**config.mk**
```make
export PLATFORM = sky130hd
export DESIGN_NAME = pwrloss_sector_guard
export DESIGN_NICKNAME = d
export VERILOG_FILES = /design/src/rtl/psg_pkg.sv /design/src/rtl/psg_sync.sv /design/src/rtl/psg_datapath.sv /design/src/rtl/psg_ctrl.sv /design/src/rtl/pwrloss_sector_guard.sv
export SDC_FILE = /design/constraint.sdc
export NUM_CORES = 1
export LEC_CHECK = 0
export ABC_AREA = 1
export BUFFER_PORTS_ARGS = -buffer_cell sky130_fd_sc_hd__buf_2
export CAP_MARGIN = 10
export CORE_MARGIN = 2
export CORE_UTILIZATION = 60
export CTS_CLUSTER_SIZE = 30
export DETAILED_ROUTE_END_ITERATION = 10
export GPL_ROUTABILITY_DRIVEN = 0
export GPL_TIMING_DRIVEN = 0
export HOLD_SLACK_MARGIN = 0.02
export PLACE_DENSITY = 0.85
export SLEW_MARGIN = 0
export SYNTH_ARGS = -nofsm -noshare
export SYNTH_HDL_FRONTEND = slang
export SYNTH_HIERARCHICAL = 1
export SYNTH_SLANG_ARGS = --single-unit
```
**constraint.sdc**
```tcl
create_clock -name clk -period 4.77 [get_ports clk]
set_input_delay 0.954 -clock clk [delete_from_list [all_inputs] [get_ports clk]]
set_output_delay 0.954 -clock clk [all_outputs]
set_load 0.01 [all_outputs]
```
**src/rtl/psg_pkg.sv**
```systemverilog
package psg_pkg;

  typedef enum logic [2:0] {
    ST_WAITPWR = 3'd0,
    ST_RECV    = 3'd1,
    ST_COMMIT  = 3'd2,
    ST_PROG    = 3'd3,
    ST_HOLD    = 3'd4,
    ST_DOWN    = 3'd5
  } guardState_t;

  // strobes from control to datapath
  typedef struct packed {
    logic cntInc;
    logic cntClear;
    logic holdRun;
    logic markExpired;
  } guardStb_t;

endpackage

```
**src/rtl/psg_sync.sv**
```systemverilog
module psg_sync #(
  parameter int STAGES = 2
) (
  input  logic clk,
  input  logic rstN,
  input  logic din,
  output logic dout
);
  logic [STAGES-1:0] pipe;

  generate
    if (STAGES == 1) begin : g_single
      always_ff @(posedge clk or negedge rstN) begin
        if (!rstN) pipe <= '0;
        else       pipe <= din;
      end
    end else begin : g_chain
      always_ff @(posedge clk or negedge rstN) begin
        if (!rstN) pipe <= '0;
        else       pipe <= {pipe[STAGES-2:0], din};
      end
    end
  endgenerate

  // reset value means "supply not yet trusted"
  assign dout = pipe[STAGES-1];
endmodule

```
**src/rtl/psg_datapath.sv**
```systemverilog
module psg_datapath
  import psg_pkg::*;
#(
  parameter int SECTOR_BYTES  = 512,
  parameter int HOLDUP_CYCLES = 2000000,
  localparam int CNT_W  = $clog2(SECTOR_BYTES),
  localparam int HOLD_W = $clog2(HOLDUP_CYCLES + 1)
) (
  input  logic              clk,
  input  logic              rstN,
  input  guardStb_t         stb,
  output logic              atLast,
  output logic              holdHit,
  output logic [CNT_W-1:0]  byteCount,
  output logic [HOLD_W-1:0] holdCount,
  output logic              holdupExpired
);
  logic [CNT_W-1:0]  byteCnt;
  logic [HOLD_W-1:0] holdCnt;
  logic              expiredQ;
  logic              holdFull;

  // sector byte counter
  always_ff @(posedge clk or negedge rstN) begin
    if (!rstN)            byteCnt <= '0;
    else if (stb.cntClear) byteCnt <= '0;
    else if (stb.cntInc)   byteCnt <= byteCnt + 1'b1;
  end

  // hold-up duration counter, saturating
  assign holdFull = (holdCnt == HOLD_W'(HOLDUP_CYCLES));

  always_ff @(posedge clk or negedge rstN) begin
    if (!rstN)                      holdCnt <= '0;
    else if (stb.holdRun && !holdFull) holdCnt <= holdCnt + 1'b1;
  end

  always_ff @(posedge clk or negedge rstN) begin
    if (!rstN)               expiredQ <= 1'b0;
    else if (stb.markExpired) expiredQ <= 1'b1;
  end

  assign atLast        = (byteCnt == CNT_W'(SECTOR_BYTES - 1));
  assign holdHit       = (holdCnt == HOLD_W'(HOLDUP_CYCLES - 1));
  assign byteCount     = byteCnt;
  assign holdCount     = holdCnt;
  assign holdupExpired = expiredQ;
endmodule

```
**src/rtl/psg_ctrl.sv**
```systemverilog
module psg_ctrl
  import psg_pkg::*;
(
  input  logic      clk,
  input  logic      rstN,
  input  logic      supOk,
  input  logic      hostValid,
  input  logic      progDone,
  input  logic      atLast,
  input  logic      holdHit,
  output guardStb_t stb,
  output logic      hostReady,
  output logic      rdyBsy,
  output logic      commitStrobe,
  output logic      parked
);
  guardState_t state, nxtState;
  logic        accept;

  always_ff @(posedge clk or negedge rstN) begin
    if (!rstN) state <= ST_WAITPWR;
    else       state <= nxtState;
  end

  assign hostReady = (state == ST_RECV) && supOk;
  assign accept    = hostValid && hostReady;

  always_comb begin
    nxtState = state;
    stb      = '0;
    unique case (state)
      ST_WAITPWR: begin
        if (supOk) nxtState = ST_RECV;
      end
      ST_RECV: begin
        if (!supOk) begin
          // partial sector is abandoned
          nxtState     = ST_DOWN;
          stb.cntClear = 1'b1;
        end else if (accept) begin
          if (atLast) begin
            nxtState     = ST_COMMIT;
            stb.cntClear = 1'b1;
          end else begin
            stb.cntInc = 1'b1;
          end
        end
      end
      ST_COMMIT: begin
        stb.holdRun = !supOk;
        nxtState    = supOk ? ST_PROG : ST_HOLD;
      end
      ST_PROG: begin
        stb.holdRun = !supOk;
        if (progDone)    nxtState = supOk ? ST_RECV : ST_DOWN;
        else if (!supOk) nxtState = ST_HOLD;
      end
      ST_HOLD: begin
        stb.holdRun = 1'b1;
        if (progDone) begin
          nxtState = ST_DOWN;
        end else if (holdHit) begin
          nxtState        = ST_DOWN;
          stb.markExpired = 1'b1;
        end
      end
      ST_DOWN: nxtState = ST_DOWN;
      default: nxtState = ST_DOWN;
    endcase
  end

  assign commitStrobe = (state == ST_COMMIT);
  assign rdyBsy       = (state == ST_RECV);
  assign parked       = (state == ST_DOWN);
endmodule

```
**src/rtl/pwrloss_sector_guard.sv**
```systemverilog
module pwrloss_sector_guard
  import psg_pkg::*;
#(
  parameter int SECTOR_BYTES  = 512,
  parameter int HOLDUP_CYCLES = 2000000,
  parameter int SYNC_STAGES   = 2,
  localparam int CNT_W  = $clog2(SECTOR_BYTES),
  localparam int HOLD_W = $clog2(HOLDUP_CYCLES + 1)
) (
  input  logic              clk,
  input  logic              rstN,
  input  logic              supplyOkRaw,
  input  logic              hostValid,
  output logic              hostReady,
  input  logic              progDone,
  output logic              commitStrobe,
  output logic              rdyBsy,
  output logic              parked,
  output logic              holdupExpired,
  output logic [CNT_W-1:0]  byteCount,
  output logic [HOLD_W-1:0] holdCount
);
  logic      supOk;
  logic      atLast;
  logic      holdHit;
  guardStb_t stb;

  psg_sync #(.STAGES(SYNC_STAGES)) u_sync (
    .clk  (clk),
    .rstN (rstN),
    .din  (supplyOkRaw),
    .dout (supOk)
  );

  psg_ctrl u_ctrl (
    .clk          (clk),
    .rstN         (rstN),
    .supOk        (supOk),
    .hostValid    (hostValid),
    .progDone     (progDone),
    .atLast       (atLast),
    .holdHit      (holdHit),
    .stb          (stb),
    .hostReady    (hostReady),
    .rdyBsy       (rdyBsy),
    .commitStrobe (commitStrobe),
    .parked       (parked)
  );

  psg_datapath #(
    .SECTOR_BYTES  (SECTOR_BYTES),
    .HOLDUP_CYCLES (HOLDUP_CYCLES)
  ) u_dp (
    .clk           (clk),
    .rstN          (rstN),
    .stb           (stb),
    .atLast        (atLast),
    .holdHit       (holdHit),
    .byteCount     (byteCount),
    .holdCount     (holdCount),
    .holdupExpired (holdupExpired)
  );
endmodule

```
After elaboration in Yosys (flattened, before gate mapping)
Index checks and enable logic that the tools add are counted.

Add/subtract/negate cells: 2. Eq/ne operators: 13. Muxes and demuxes: 23. Reduce and logical (&&, ||, !) cells: 9.

Operators with widths (count): $eq 21x21->1 const B (2); $mux 3 (10); $add 21x1->21 const B (1); $mux 9 (2); $pmux 3 s5 (1); $add 9x1->9 const B (1); $eq 9x9->1 const B (1); $ne 3x3->1 const B (3); $mux 1 (7); $eq 3x2->1 const B (2); $eq 3x3->1 const B (2); $reduce_and 5->1 (1); $mux 2 (2); $eq 3x1->1 const B (1); $logic_and 1x1->1 (3); $logic_not 3->1 (1); $ne 3x2->1 const B (1); $logic_not 1->1 (2); $ne 2x2->1 const B (1); $pmux 1 s2 (1); $reduce_bool 2->1 (1); $reduce_or 2->1 (1).

Flip-flop bits (word level): 36. Input port bits: 5. Output and inout port bits: 35.

Depth between registers and ports, before layout
Gate-level depths: netlist (run 1).

Word-level depth: 8. Gate-level depth with buffers: 14. Gate-level depth less buffers: 14.

Modules after synthesis
Netlist (run 1), hierarchy kept.

Modules (own cells, without submodules): psg_datapath (instances 1, cells an instance 266, area an instance 1894.3 um2); psg_ctrl (instances 1, cells an instance 53, area an instance 301.5 um2); psg_sync (instances 1, cells an instance 2, area an instance 50.0 um2).

Worst setup path after synthesis (run 1)
Ideal clock, no wire load.

Path kind: flip-flop to flip-flop. Start: register u_dp.byteCnt[0], in the netlist u_dp/byteCount[0]. End: register u_dp.byteCnt[6], in the netlist u_dp/byteCount[6]. Setup time: 0.121 ns. Data arrival time: 2.177 ns. Data required time: 4.649 ns. Setup slack: 2.472 ns. Stages on the path, launching flop included: 12. Path buffers: 0. Cells stage by stage: dfrtp_1 ha_1 inv_1 nor4_1 ha_1 nand2_1 a21boi_0 nor2_1 nor3_1 nand3_1 o21ai_0 nor2_1.

RTL lines: from (decl) (RTL line psg_datapath.sv:18) `logic [CNT_W-1:0] byteCnt;`; from (signal assigned) (RTL line psg_datapath.sv:27) `else if (stb.cntInc) byteCnt <= byteCnt + 1'b1;`.

==> metrics.cfg, run 1 <==
[clock_tree]
clk_pin_slew_ns=0.07
cts_buffers=5
ctsHtreeMaxLevel=2
cts_setup_buffers=0
cts_tree=done
clkLatencyLatePin_ns=0.28
cts-root-buf=clkbuf_8
clockBufferDepth=2
hold_buffers=0
cts.sinks=36
ctsResizeCount=0

[floorplanning]
io_pins=40
dieArea_um2=4248
die_y_um=65.18
core_area_um2=3633
initial_utilization=0.6181
num_rows=22
fp.dieW_um=65.18

[global_routing]
grt_pass1_wl_um=8611
grt_pass1_vias=2041
overflow=0
met2_usage=0.4503
antenna_found_initial=0
track_usage=0.2588
grt_max_degree=37
grt_use_met1=0.3103
grt-busiest-layer=met2
use_met3=0.05993

[cells_and_area]
multi_input_area_um2=1200
drive_gt1_frac=0.1880
synthToLayoutAreaGrowth_pct=15.65
final_cell_mix=nand2_1, nor2_1, buf_2
final_common_cell=nand2_1
seqCellArea_um2=900.9
final_cells=415
antennaDiodeCount=0
fin_nets=376
fillers=346

[timing]
fin_setup_tns_ns=0
min_period_ns=2.861
max-slew-margin-rel=0.4678
finalClockSkew_ns=0.004755
finalSetupViolCount=0
rsz0062_at_grt=no
post-route-period-util=0.5997
final_max_slew_viol_count=0
fmax_mhz=349.6
timing.final.hold_violations=0
tightest_slew_ns=0.7983

[logic_synthesis]
ys_async_sr_fraction=1.000
synth_area_um2=2246
ys_top_cells_by_area=dfrtp_1, nand2_1, nor2_1, nand3_1, inv_1
ys_types=27
synth_edf_count=0
avgSynthCellArea_um2=6.997
netlist_instances=321
synth-seq-area-share=0.4011
synth-main-ff-cell=dfrtp_1
synth_area_leader_cell=dfrtp_1
synth_nets=330
netlist.area_leader.share=0.4011
synth-seq-cells=36
yosysWarnings=6

[worst_hold_path]
hp-class=flop to flop

[detailed_routing]
drt-vias-per-instance=5.207
routed_wl_um=4964
first_pass_iters=4
drc=0
wl_per_cell_um=11.96
route.vias.total=2161
drt_iter0_drc=128
ant_nets=0

[worst_setup_path]
critPathBufInv=1
critPathMaxStageDelay_ns=0.50
worstSetupPathType=flop to flop
critPathCaptureType=flop
crit_family=simple AND/OR/NAND/NOR gates
crit_fanout=5
start_kind=flop
required_ns=4.94
arrival_ns=3.03
cp_slowest_cell=a21boi_0
crit_chain=ha_1 -> inv_1 -> nor4_1 -> ha_1 -> nand2_1 -> a21boi_0 -> nor2_1 -> nor3_1 -> nand3_1 -> o21ai_0 -> nor2_1

[power]
powerDensity_nw_per_um2=222.0
p_leak_nw=1.323
ir_worst_vdd_mv=0.1532

[flow_run]
maxCapViolations=0

[placed_design]
hpwl_um=3717
port_buffers=39
dp_cells=408

[outcome]
status=complete, no violations

kinds of logic after synthesis:
group           count (synthesis)  synth area share
buf+inv                        32           0.06462
simple gates                  222            0.4273
xor+xnor                       14           0.05460
flops                          36            0.4011
fa+ha+maj                       4           0.02229
compound gates                 13           0.03008
metrics by stage:
| stage | instance area (um^2) | utilization | setup WS (ns) | power (W) | hold WS [ns] |
|---|---|---|---|---|---|
| after floorplan | 2246 | - | 2.472 | 0.0003374 | 0.3312 |
| final | 2597 | 0.7149 | 1.909 | 0.0005766 | 0.3523 |
| after global placement | 2501 | 0.6884 | 2.067 | 0.0003523 | 0.3350 |
| after CTS | 2597 | 0.7149 | 1.961 | 0.0005820 | 0.3539 |
| after global routing | 2597 | 0.7149 | 1.691 | 0.0006021 | 0.3658 |
| after detailed placement | 2501 | 0.6884 | 1.973 | 0.0003531 | 0.3471 |
cells in the mapped netlist (3+ instances only):
cell / n
a21oi_1: 4
buf_6: 3
dfrtp_1: 36
ha_1: 4
inv_1: 23
inv_2: 5
nand2_1: 126
nand2_2: 3
nand3_1: 21
nand4_1: 8
nor2_1: 44
nor2_2: 5
nor3_1: 6
o21ai_0: 7
xnor2_1: 8
xor2_1: 6
worst paths after layout:
path | from | endpoint | slack [ns] | cells past startpoint
setup / recovery | u_dp/byteCount[0]$_DFFE_PN0P_ | u_dp/byteCount[6]$_DFFE_PN0P_ | 1.91 | 11
hold / removal | u_sync/pipe[0]$_DFF_PN0_ | u_sync/pipe[1]$_DFF_PN0_ | 0.35 | 0
setup reg to reg | u_dp/byteCount[0]$_DFFE_PN0P_ | u_dp/byteCount[6]$_DFFE_PN0P_ | 1.91 | 11
hold reg to reg | u_sync/pipe[0]$_DFF_PN0_ | u_sync/pipe[1]$_DFF_PN0_ | 0.35 | 0
max in group asynchronous | rstN | u_dp/holdCount[16]$_DFFE_PN0P_ | 3.50 | 1
min in group asynchronous | rstN | u_ctrl/state[0]$_DFFE_PN0P_ | 0.76 | 1
where the power goes:
part	switching, W	internal, W
combinational	0.0000199	0.0000110
sequential	0.00000605	0.000310
clock	0.000101	0.000129
flip-flops by register name, indices dropped and copies added, names as in the netlist:
signal / cells
u_dp/holdCount: 21
u_dp/byteCount: 9
u_ctrl/state: 3
u_sync/pipe: 2
u_dp/holdupExpired: 1
layer usage:
metal / part of all wire / wire (um)
met5: 0 / 0
met4: 0.012 / 59
met3: 0.061 / 303
met1: 0.43 / 2153
met2: 0.49 / 2447
final cells by class:
class | instances | share of cell area
Multi-Input combinational cell | 253 | 0.4619
Timing Repair Buffer | 39 | 0.07514
Clock buffer | 7 | 0.03709
Inverter | 29 | 0.04287
Sequential cell | 36 | 0.3468
Buffer | 3 | 0.01301
Tap cell | 48 | 0.02312
(Power assumes the default switching activity.)
==> run 2, diff against run 1 <==
--- a/config.mk
+++ b/config.mk
@@ -9,13 +9,13 @@
 export BUFFER_PORTS_ARGS = -buffer_cell sky130_fd_sc_hd__buf_2
 export CAP_MARGIN = 10
 export CORE_MARGIN = 2
-export CORE_UTILIZATION = 60
+export CORE_UTILIZATION = 50
 export CTS_CLUSTER_SIZE = 30
 export DETAILED_ROUTE_END_ITERATION = 10
 export GPL_ROUTABILITY_DRIVEN = 0
 export GPL_TIMING_DRIVEN = 0
 export HOLD_SLACK_MARGIN = 0.02
-export PLACE_DENSITY = 0.85
+export PLACE_DENSITY = 0.75
 export SLEW_MARGIN = 0
 export SYNTH_ARGS = -nofsm -noshare
 export SYNTH_HDL_FRONTEND = slang
==> constraint.sdc (replaced) <==
create_clock -name clk -period 2.3 [get_ports clk]
set_input_delay 0.46 -clock clk [delete_from_list [all_inputs] [get_ports clk]]
set_output_delay 0.46 -clock clk [all_outputs]
set_load 0.01 [all_outputs]
==> run 2 against run 1 <==
Net effect: power rose by 110%; hold slack got worse by 0.099 ns; core utilization fell by 10 points; non-clock buffer count rose by 5; critical path type unchanged; clock skew fell by 0.00091 ns; wire length rose by 0.68%; flip-flop and latch count did not move; die area rose by 19%; via count fell by 0.60%; cell count rose by 2.4%; largest power group unchanged; clock power rose by 100%.
==> metrics.cfg, run 2 (synthesis gave the netlist of run 1 again) <==
[worst_setup_path]
critPathCaptureType=flop
reg2reg_slack_ns=0.10  ; -1.81 ns
crit_family=simple AND/OR/NAND/NOR gates
worstSetupPathType=flop to flop
cp_slowest_cell=dfrtp_1
cp-startpoint=u_dp/byteCount[0]$_DFFE_PN0P_
reg2reg_from=u_dp/byteCount[0]$_DFFE_PN0P_
crit_fanout=5  ; unchanged
crit_chain=ha_1 -> inv_1 -> nor4_2 -> ha_2 -> nand2_1 -> a21boi_2 -> nor2_2 -> nor3_2 -> nand3_1 -> o21ai_1 -> nor2_1
worst-r2r-cell-count=11  ; unchanged
start_kind=flop
required_ns=2.48  ; -2.46 ns
critPathBufInv=1  ; unchanged
arrival_ns=2.38  ; -0.65 ns
critPathMaxStageDelay_ns=0.39  ; -0.11 ns
rr_endpoint=u_dp/byteCount[6]$_DFFE_PN0P_

[worst_hold_path]
hp-class=input pin to async pin

[cells_and_area]
fin_nets=381  ; +1.3%
seqCellArea_um2=900.9  ; unchanged
final_common_cell=nand2_1
final_cells=425  ; +2.4%
largest_reg_flops=21  ; unchanged
antennaDiodeCount=0  ; unchanged
multi_input_area_um2=1227  ; +2.3%
design_area_um2=2664  ; +2.6%
fillers=413  ; +19%
drive_gt1_frac=0.2172  ; +0.02915
final_cell_mix=nand2_1, nor2_1, buf_2
synthToLayoutAreaGrowth_pct=18.61
fin_util=0.6118  ; -0.1031

[global_routing]
antenna_found_initial=0  ; unchanged
grt_max_degree=37  ; unchanged
grt_pass1_wl_um=8487  ; -1.4%
grt_pass1_vias=2002  ; -1.9%
track_usage=0.2101  ; -0.04874
overflow=0  ; unchanged

[clock_tree]
cts.sinks=36  ; unchanged
ctsHtreeMaxLevel=2  ; unchanged
clk_pin_slew_ns=0.07  ; about the same
cts-root-buf=clkbuf_8
clockBufferDepth=2  ; unchanged
cts_tree=done
clkLatencyLatePin_ns=0.29  ; about the same
cts_buffers=5  ; unchanged

[detailed_routing]
drt_iter0_drc=149  ; +16%
drt-vias-per-instance=5.054  ; -2.9%
ant_nets=0  ; unchanged
drc=0  ; unchanged
first_pass_iters=4  ; unchanged
routed_wl_um=4998  ; +0.68%
route.vias.total=2148  ; -0.60%
wl_per_cell_um=11.76  ; -1.7%

[floorplanning]
io_pins=40  ; unchanged
initial_utilization=0.5158  ; -0.1023
fp.dieW_um=71.02  ; +9.0%
die_y_um=71.02  ; +9.0%
core_area_um2=4354  ; +20%
dieArea_um2=5044  ; +19%
num_rows=24  ; +9.1%

[timing]
rsz0062_at_grt=yes
max-slew-margin-rel=0.4729  ; +0.005074
finalClockSkew_ns=0.003841  ; -0.0009137 ns
tightest_slew_ns=0.7907  ; -0.007610 ns
final_max_slew_viol_count=0  ; unchanged
fmax_mhz=455.0  ; +30%
setup_ws_ns=0.1024  ; -1.807 ns
holdWs_ns=0.2535  ; -0.09884 ns
timing.final.hold_violations=0  ; unchanged
min_period_ns=2.198  ; -0.6631 ns
finalSetupViolCount=0  ; unchanged
post-route-period-util=0.9555  ; +0.3557

[placed_design]
port_buffers=39  ; unchanged
dp_slack_ns=-0.3290  ; -2.302 ns
hpwl_um=3659  ; -1.6%
dp_cells=412  ; +0.98%
placed_cell_area_um2=2506  ; +0.20%

[power]
powerDensity_nw_per_um2=444.3  ; +100%
ir_worst_vdd_mv=0.3679  ; +140%
p_leak_nw=1.349  ; +1.9%

[outcome]
status=complete, no violations

[flow_run]
maxCapViolations=0  ; unchanged

==> run 2: metrics by stage <==
step           total power (W)  TNS, ns
6_report              0.001183        0
5_1_grt               0.001240  -0.1661
4_1_cts               0.001206        0
3_5_place_dp         0.0007339  -0.9403
3_3_place_gp         0.0007316   -1.025
2_1_floorplan        0.0006997        0
==> run 2: worst max-delay path by stage <==
stage                                         end  depth (start not counted)  slack, ns
finish              u_dp/byteCount[6]$_DFFE_PN0P_                         11       0.10
detailed placement  u_dp/byteCount[6]$_DFFE_PN0P_                         11      -0.33
CTS                 u_dp/byteCount[5]$_DFFE_PN0P_                         13      0.004
floorplan           u_dp/byteCount[6]$_DFFE_PN0P_                         11      0.002
global placement    u_dp/byteCount[6]$_DFFE_PN0P_                         11      -0.35
global route        u_dp/byteCount[6]$_DFFE_PN0P_                         12      -0.08
==> run 2: routing by layer <==
| metal | wire length, um | track usage | vias up |
|---|---|---|---|
| met2 | 2370 | 0.3510 | 53 |
| li1 | - | - | 1106 |
| met1 | 2359 | 0.2713 | 982 |
| met5 | 0 | 0 | - |
| met3 | 202 | 0.04274 | 7 |
| met4 | 65 | 0.07547 | 0 |
==> run 2: power breakdown <==
group	switching [W]	internal [W]
sequential	0.0000125	0.000643
combinational	0.0000432	0.0000232
clock	0.000223	0.000239
total	0.000278	0.000905
==> run 2: cell type report <==
cell class                 instances  share of cell area
inverter                          29             0.04180
sequential                        36              0.3382
timing repair buffer              44             0.08737
tap                               52             0.02442
buffer                             3             0.01268
multi-input combinational        253              0.4608
clock buffer                       6             0.03100
clock inverter                     2            0.003758
==> run 2: repair_timing <==
item                       4_1_cts  5_1_grt
pin swaps                        0        4
hold buffers                     0        0
gates resized for setup          3        6
buffers inserted                 0        5
setup endpoints to repair        5        7
